--- src/rtl/pkt_stats.sv ---
module pkt_stats #(
  parameter int LEN_W  = 16,
  parameter int TS_W   = 64,
  parameter int IVL_W  = 32,
  parameter int CNT_W  = 32,
  parameter int LSUM_W = 48,
  parameter int LSQ_W  = 64,
  parameter int ISUM_W = 64,
  parameter int ISQ_W  = 64
) (
  input  logic              clk,
  input  logic              rst_n,
  input  logic              ev_valid,
  output logic              ev_ready,
  input  logic [LEN_W-1:0]  ev_len,
  input  logic [TS_W-1:0]   ev_ts,
  input  logic              clr,
  input  logic              snap,
  output logic [CNT_W-1:0]  sh_lcnt,
  output logic [LSUM_W-1:0] sh_lsum,
  output logic [LSQ_W-1:0]  sh_lsq,
  output logic [LEN_W-1:0]  sh_lmin,
  output logic [LEN_W-1:0]  sh_lmax,
  output logic [CNT_W-1:0]  sh_icnt,
  output logic [ISUM_W-1:0] sh_isum,
  output logic [ISQ_W-1:0]  sh_isq,
  output logic [IVL_W-1:0]  sh_imin,
  output logic [IVL_W-1:0]  sh_imax
);
  localparam int LSQ_P = 2 * LEN_W;
  localparam int ISQ_P = 2 * IVL_W;

  logic              accept;
  logic              have_prev;
  logic [TS_W-1:0]   prev_ts;
  logic [TS_W-1:0]   diff;
  logic [IVL_W-1:0]  ivl_in;

  logic              s1_v, s1_iv;
  logic [LEN_W-1:0]  s1_len;
  logic [IVL_W-1:0]  s1_ivl;
  logic              s2_v, s2_iv;
  logic [LEN_W-1:0]  s2_len;
  logic [IVL_W-1:0]  s2_ivl;
  logic [LSQ_P-1:0]  s2_lsq;
  logic [ISQ_P-1:0]  s2_isq;

  logic [CNT_W-1:0]  lcnt, icnt;
  logic [LSUM_W-1:0] lsum;
  logic [LSQ_W-1:0]  lsq;
  logic [LEN_W-1:0]  lmin, lmax;
  logic [ISUM_W-1:0] isum;
  logic [ISQ_W-1:0]  isq;
  logic [IVL_W-1:0]  imin, imax;

  logic [ISUM_W:0]   isum_t;
  logic [ISQ_W:0]    isq_t;

  assign ev_ready = ~clr;
  assign accept   = ev_valid & ev_ready;
  assign diff     = ev_ts - prev_ts;
  assign ivl_in   = (|diff[TS_W-1:IVL_W]) ? {IVL_W{1'b1}} : diff[IVL_W-1:0];
  assign isum_t   = {1'b0, isum} + (ISUM_W+1)'(s2_ivl);
  assign isq_t    = {1'b0, isq} + (ISQ_W+1)'(s2_isq);

  always_ff @(posedge clk) begin
    if (!rst_n || clr) begin
      s1_v      <= 1'b0;
      s2_v      <= 1'b0;
      have_prev <= 1'b0;
    end else begin
      s1_v <= accept;
      s2_v <= s1_v;
      if (accept) have_prev <= 1'b1;
    end
  end

  always_ff @(posedge clk) begin
    if (accept) begin
      s1_len  <= ev_len;
      s1_ivl  <= ivl_in;
      s1_iv   <= have_prev;
      prev_ts <= ev_ts;
    end
    s2_len <= s1_len;
    s2_ivl <= s1_ivl;
    s2_iv  <= s1_iv;
    s2_lsq <= LSQ_P'(s1_len) * LSQ_P'(s1_len);
    s2_isq <= ISQ_P'(s1_ivl) * ISQ_P'(s1_ivl);
  end

  always_ff @(posedge clk) begin
    if (!rst_n || clr) begin
      lcnt <= '0;
      lsum <= '0;
      lsq  <= '0;
      lmin <= '1;
      lmax <= '0;
      icnt <= '0;
      isum <= '0;
      isq  <= '0;
      imin <= '1;
      imax <= '0;
    end else if (s2_v) begin
      lcnt <= lcnt + 1'b1;
      lsum <= lsum + LSUM_W'(s2_len);
      lsq  <= lsq + LSQ_W'(s2_lsq);
      if (s2_len < lmin) lmin <= s2_len;
      if (s2_len > lmax) lmax <= s2_len;
      if (s2_iv) begin
        icnt <= icnt + 1'b1;
        isum <= isum_t[ISUM_W] ? {ISUM_W{1'b1}} : isum_t[ISUM_W-1:0];
        isq  <= isq_t[ISQ_W] ? {ISQ_W{1'b1}} : isq_t[ISQ_W-1:0];
        if (s2_ivl < imin) imin <= s2_ivl;
        if (s2_ivl > imax) imax <= s2_ivl;
      end
    end
  end

  always_ff @(posedge clk) begin
    if (!rst_n) begin
      sh_lcnt <= '0;
      sh_lsum <= '0;
      sh_lsq  <= '0;
      sh_lmin <= '1;
      sh_lmax <= '0;
      sh_icnt <= '0;
      sh_isum <= '0;
      sh_isq  <= '0;
      sh_imin <= '1;
      sh_imax <= '0;
    end else if (snap) begin
      sh_lcnt <= lcnt;
      sh_lsum <= lsum;
      sh_lsq  <= lsq;
      sh_lmin <= lmin;
      sh_lmax <= lmax;
      sh_icnt <= icnt;
      sh_isum <= isum;
      sh_isq  <= isq;
      sh_imin <= imin;
      sh_imax <= imax;
    end
  end

  AST_LMIN_LE_LMAX: assert property (@(posedge clk) disable iff (!rst_n)
    (lcnt != '0) |-> (lmin <= lmax));
  AST_IMIN_LE_IMAX: assert property (@(posedge clk) disable iff (!rst_n)
    (icnt != '0) |-> (imin <= imax));
  AST_GAP_COUNT_LAG: assert property (@(posedge clk) disable iff (!rst_n)
    (lcnt != '0) |-> (icnt == lcnt - 1'b1));
  AST_NO_GAP_EMPTY: assert property (@(posedge clk) disable iff (!rst_n)
    (lcnt == '0) |-> (icnt == '0));
  AST_GAP_SUM_MONO: assert property (@(posedge clk) disable iff (!rst_n)
    !$past(clr) |-> (isum >= $past(isum)));
  AST_GAP_SQ_MONO: assert property (@(posedge clk) disable iff (!rst_n)
    !$past(clr) |-> (isq >= $past(isq)));
  AST_SHADOW_HOLD: assert property (@(posedge clk) disable iff (!rst_n)
    !$past(snap) |-> ($stable(sh_lcnt) && $stable(sh_isum) && $stable(sh_lmin)));
endmodule

--- config.mk ---
export PLATFORM = sky130hd
export DESIGN_NAME = pkt_stats
export DESIGN_NICKNAME = d
export VERILOG_FILES = /design/src/rtl/pkt_stats.sv
export SDC_FILE = /design/constraint.sdc
export NUM_CORES = 2
export LEC_CHECK = 0
export ABC_AREA = 1
export BUFFER_PORTS_ARGS = -buffer_cell sky130_fd_sc_hd__buf_4
export CAP_MARGIN = 40
export CORE_MARGIN = 2
export CORE_UTILIZATION = 57
export DETAILED_ROUTE_END_ITERATION = 12
export GPL_ROUTABILITY_DRIVEN = 0
export PLACE_DENSITY_LB_ADDON = 0.1
export SETUP_SLACK_MARGIN = 0.02
export SYNTH_ARGS = -nofsm -noshare
export SYNTH_HDL_FRONTEND = slang
export SYNTH_SLANG_ARGS = --single-unit
--- constraint.sdc ---
create_clock -name clk -period 7 [get_ports clk]
set_input_delay 1.05 -clock clk [delete_from_list [all_inputs] [get_ports clk]]
set_output_delay 1.05 -clock clk [all_outputs]
set_load 0.03 [all_outputs]
Word level (Yosys, flattened, before mapping)
Index checks and enable logic that the tools add are counted.
{"block": "classes", "magnitude_cmp": 4, "n_reduce_logical": 8, "bitwise_logic": 2, "mux": 2, "addsub": 7, "multipliers": 2}
{"operator": "2-to-1 mux 64 bit", "count": 2}
{"operator": "adder 64 x 32 -> 65 bit", "count": 1}
{"operator": "adder 64 x 64 -> 65 bit", "count": 1}
{"operator": "adder 32 x 1 -> 32 bit, second input constant", "count": 2}
{"operator": "adder 64 x 32 -> 64 bit", "count": 1}
{"operator": "multiplier 32 x 32 -> 64 bit", "count": 1}
{"operator": "subtractor 64 bit", "count": 1}
{"operator": "adder 48 x 16 -> 48 bit", "count": 1}
{"operator": "greater-than comparator 32 bit", "count": 1}
{"operator": "< comparator 32 bit", "count": 1}
{"operator": "multiplier 16 x 16 -> 32 bit", "count": 1}
{"operator": "OR reduction 32 bit", "count": 1}
{"operator": "greater-than comparator 16 bit", "count": 1}
{"operator": "< comparator 16 bit", "count": 1}
{"operator": "AND reduction 2 bit", "count": 3}
{"operator": "AND reduction 3 bit", "count": 2}
{"operator": "bitwise AND 1 bit", "count": 1}
{"operator": "logical NOT 1 bit", "count": 1}
{"operator": "logical OR 1 bit", "count": 1}
{"operator": "inverter 1 bit", "count": 1}
{"block": "word_totals", "reg_bits": 1061, "input_bits": 85, "out_inout_bits": 401, "wordCells": 57}

Longest topological paths before layout
{"block": "logic_depth", "depth_word": 2, "mapped_depth": 34, "depth_no_buf": 32}

Worst setup path after synthesis
OpenSTA, ideal clock, no wires.
{"block": "synth_path", "kind": "register to register", "startpoint": "register s1_ivl[12]", "endpoint": "register s2_isq[45]", "setup_ps": 112, "t_arrival_ps": 6904, "path_stages_with_launch": 29, "synth_period_minus_slack_ps": 7016, "t_required_ps": 6888, "slack_ps": -16, "n_path_buf": 3, "path_cell_list": "edfxtp_1 -> clkbuf_1 -> clkbuf_1 -> buf_1 -> nand2_1 -> fa_1 -> inv_1 -> fa_1 -> fa_1 -> inv_1 -> fa_1 -> inv_1 -> fa_1 -> inv_1 -> fa_1 -> inv_1 -> fa_1 -> fa_1 -> ha_1 -> a21oi_1 -> o21ai_0 -> nor2_1 -> a21o_1 -> o21ai_0 -> nand2_1 -> nand2_1 -> nand3_1 -> nand3_1 -> nand2_1"}
{"block": "synth_between", "elab_chain_cells": 1}
{"item": "start: declaration", "line": "41", "source": "logic [IVL_W-1:0] s1_ivl;"}
{"item": "start signal: assignment", "line": "81", "source": "s1_ivl <= ivl_in;"}
{"item": "multiplier 32 x 32 -> 64 bit", "line": "89", "source": "s2_isq <= ISQ_P'(s1_ivl) * ISQ_P'(s1_ivl);"}
{"item": "end signal: assignment", "line": "89"}
{"item": "end: declaration", "line": "46", "source": "logic [ISQ_P-1:0] s2_isq;"}
No other way between the ends.
A chain may end at the register's enable or synchronous reset.

Final worst setup path
{"block": "layout_path", "startpoint": "register s1_ivl[11]", "endpoint": "register s2_isq[55]"}
The elaborated chain is that of the path after synthesis.

==> qor.log <==
INFO  floorplan      core_region_area=0.160mm^2
INFO  floorplan      top_level_port_count=486
INFO  cts            depth_of_the_cts_h_tree=3
INFO  synth          syn_inst=12.1k
INFO  synth          yosysSeqAreaShare=0.243
INFO  critical_path  crit_path_end_kind=flop
INFO  critical_path  crit_type=flop to flop
INFO  synth          synth_cell_types=68
INFO  route          number_of_antenna_violating_nets_in_the_routed_design=0
INFO  route          via_per_inst=5.45
INFO  cts            clkLatencyLatePin=0.81ns
INFO  sta            final_critical_path_setup_slack=0.0112ns
INFO  synth          postSynthRegisterBits=1,057
INFO  sta            final_min_period_over_clock_period=0.998
INFO  synth          post_synthesis_cell_area=0.0919mm^2
INFO  finish         flow.area_growth_from_synthesis=15.1%
INFO  critical_path  crit_path_max_fanout=5
INFO  sta            maxSlewViolCount=0
INFO  route          drt_drc_violations_left=2
INFO  place          pre_cts_ws=-0.180ns
INFO  synth          synth_enable_flop_cells=113
INFO  place          buffer_ports.inserted=485
INFO  global_routing groute.usage.overall=0.335
INFO  sta            final_hold_viol_count=0
INFO  synth          synthesis.yosys.warnings=0
INFO  sta            crit_path_time_final=6.99ns
INFO  route          route.detailed.wl_per_inst=18.7um
INFO  sta            final_setup_skew=0.103ns
INFO  critical_path  rr_startpoint=s1_ivl[11]
INFO  route          dr_total_vias=81.4k
INFO  floorplan      die-width=406um
INFO  cts            holdBufCountCts=0
INFO  critical_path  crit_path_top_delay_cell=sky130_fd_sc_hd__fa_1
INFO  cts            clock_tree.root_cell=sky130_fd_sc_hd__clkbuf_16
INFO  critical_path  crit_required=7.65ns
INFO  route          detail_route.first_pass.iterations=12
INFO  cts            clk_path_buf_depth=3
INFO  global_routing grt_start_max_net_pins=164
INFO  route          detailedRoute.firstIterationViolations=6,848
INFO  sta            totalNegativeSetupSlack=0ns
INFO  critical_path  worst_setup_path_start_kind=flop
INFO  finish         final_common_cell=sky130_fd_sc_hd__inv_1
INFO  global_routing number_of_global_route_vias_before_repair=81.3k
INFO  critical_path  regToRegEndpoint=s2_isq[55]
INFO  floorplan      floorplan.die_area=0.164mm^2
INFO  sta            grt_setup_unrepaired=yes
INFO  cts            cts_tree=yes
INFO  critical_path  critical-path-max-stage-delay=0.61ns
INFO  critical_path  worstSetupStartpoint=s1_ivl[11]
INFO  run            max_cap_viol_count=0
INFO  floorplan      rows=147
INFO  outcome        violated_checks=DRC
INFO  critical_path  crit_end=s2_isq[55]
INFO  critical_path  ff2ff_path_depth=29
INFO  critical_path  most_used_cell_cp=sky130_fd_sc_hd__fa_1
INFO  place          place_hpwl=221,000um
INFO  global_routing grt_first_pass_wirelength=434,000um
INFO  floorplan      die_height=406um
INFO  critical_path  minimum_setup_slack_among_reg_to_reg_paths=0.01ns
INFO  finish         highest_count_cells_in_the_layout_ignoring_fill_and_taps=sky130_fd_sc_hd__inv_1, sky130_fd_sc_hd__nand2_1, sky130_fd_sc_hd__nor2_1, sky130_fd_sc_hd__dfxtp_1, sky130_fd_sc_hd__fa_1
INFO  sta            fmaxAchievable=143MHz
INFO  outcome        run_status=finished, violations left
INFO  synth          postSynth.topFlopCell=sky130_fd_sc_hd__dfxtp_1
INFO  finish         final_nets=14.4k
INFO  synth          syn-num-nets=13.8k
INFO  synth          async_reset_ff_frac=0
INFO  critical_path  critPathArrivalTime=7.64ns
INFO  global_routing grt_total_ovfl=0
INFO  cts            cts_made_buffers=114
INFO  cts            sinks_on_the_clock_net=1,057
INFO  synth          avgSynthCellArea=7.61um^2
INFO  sta            worst_slew_pin_slew=0.940ns
INFO  global_routing grt_antenna_before_repair=6
INFO  floorplan      initial_utilization=0.573
INFO  finish         layout-drive-gt1-share=0.119
INFO  route          final_wirelength=279,000um
INFO  cts            cts.clk_slew.worst_paths=0.06ns
INFO  sta            number_of_failing_setup_endpoints_in_the_final_timing_report=0
INFO  sta            worst_slew_margin_rel=0.373
INFO  worst_hold_path hold_path_class=flop to flop
[cell usage after synthesis (30+ instances only)]
cell,n,share of area
sky130_fd_sc_hd__a21o_1,59,0.0048
sky130_fd_sc_hd__a21oi_1,740,0.040
sky130_fd_sc_hd__a31oi_1,62,0.0042
sky130_fd_sc_hd__buf_1,30,0.0012
sky130_fd_sc_hd__clkbuf_1,319,0.013
sky130_fd_sc_hd__dfxtp_1,944,0.21
sky130_fd_sc_hd__edfxtp_1,113,0.037
sky130_fd_sc_hd__fa_1,958,0.21
sky130_fd_sc_hd__ha_1,699,0.095
sky130_fd_sc_hd__inv_1,2631,0.11
sky130_fd_sc_hd__nand2_1,2182,0.089
sky130_fd_sc_hd__nand3_1,277,0.015
sky130_fd_sc_hd__nand3_2,36,0.0039
sky130_fd_sc_hd__nand4_1,86,0.0059
sky130_fd_sc_hd__nor2_1,1212,0.050
sky130_fd_sc_hd__nor2_2,44,0.0030
sky130_fd_sc_hd__nor3_1,142,0.0077
sky130_fd_sc_hd__nor4_1,37,0.0025
sky130_fd_sc_hd__o211ai_1,76,0.0062
sky130_fd_sc_hd__o21ai_0,781,0.043
sky130_fd_sc_hd__o21bai_1,58,0.0047
sky130_fd_sc_hd__xnor2_1,133,0.013
sky130_fd_sc_hd__xor2_1,160,0.015
[worst min-delay path by stage]
stage | startpoint | cells after the start | slack [ns] | endpoint
after floorplan | s1_iv | 0 | 0.32 | s2_iv
after global placement | s1_iv | 0 | 0.33 | s2_iv
after detailed placement | s1_iv | 0 | 0.35 | s2_iv
after CTS | s1_iv | 0 | 0.36 | s2_iv
after global routing | s1_iv | 0 | 0.37 | s2_iv
final | s1_iv | 0 | 0.36 | s2_iv
[timing repair]
item,CTS,global route
setup endpoints to repair,18,35
gates resized for setup,26,353
cloned,0,7
pin swaps,4,118
buffers inserted,4,30
[sequential cells by signal, indices dropped and copies added, names as in the netlist, 48 cells and up]
signal	cells
sh_isum	64
isq	64
sh_isq	64
sh_lsq	64
isum	64
lsq	64
prev_ts	64
lsum	48
sh_lsum	48
s2_isq	63
[metal layers]
| layer | vias up | part of all wire | global-route usage |
|---|---|---|---|
| li1 | 38600 | - | - |
| met5 | - | 0.000047 | 0 |
| met3 | 832 | 0.072 | 0.0428 |
| met1 | 38700 | 0.39 | 0.416 |
| met2 | 3251 | 0.47 | 0.565 |
| met4 | 2 | 0.062 | 0.184 |
[logic make-up after synthesis]
group           synth area share
flops                      0.243
fa+ha+maj                  0.304
buf+inv                    0.125
compound gates             0.115
xor+xnor                  0.0279
simple gates               0.186
[metrics by stage]
step           hold slack, ns  cell area, um^2   util  cells
3_5_place_dp            0.348            99900  0.623  14700
3_3_place_gp            0.326            99800  0.622  14700
4_1_cts                 0.363           104000  0.649  14900
2_1_floorplan           0.323            91900      -  12100
5_1_grt                 0.368           106000  0.660  14900
6_report                0.358           106000  0.660  14900
[critical path: cells and delay by family (launching register included)]
family / cells / cell delay, ns
xor+xnor: 1 / 0.13
buf+inv: 11 / 0.89
simple gates: 7 / 0.76
compound gates: 1 / 0.16
flops: 1 / 0.42
fa+ha+maj: 9 / 4.51
[final cells by class]
cell class                      instances  area (um^2)
Sequential cell                      1057        22300
Timing Repair Buffer                  866         7340
Tap cell                             2160         2700
Inverter                             2652         9970
Clock inverter                         63          818
Clock buffer                          151         3190
Antenna cell                            5         12.5
Fill cell                           13900        54600
Multi-Input combinational cell       7993        59500
Power is not shown: default switching activity piles up to over one toggle a cycle in this logic, so the estimate is an artifact.
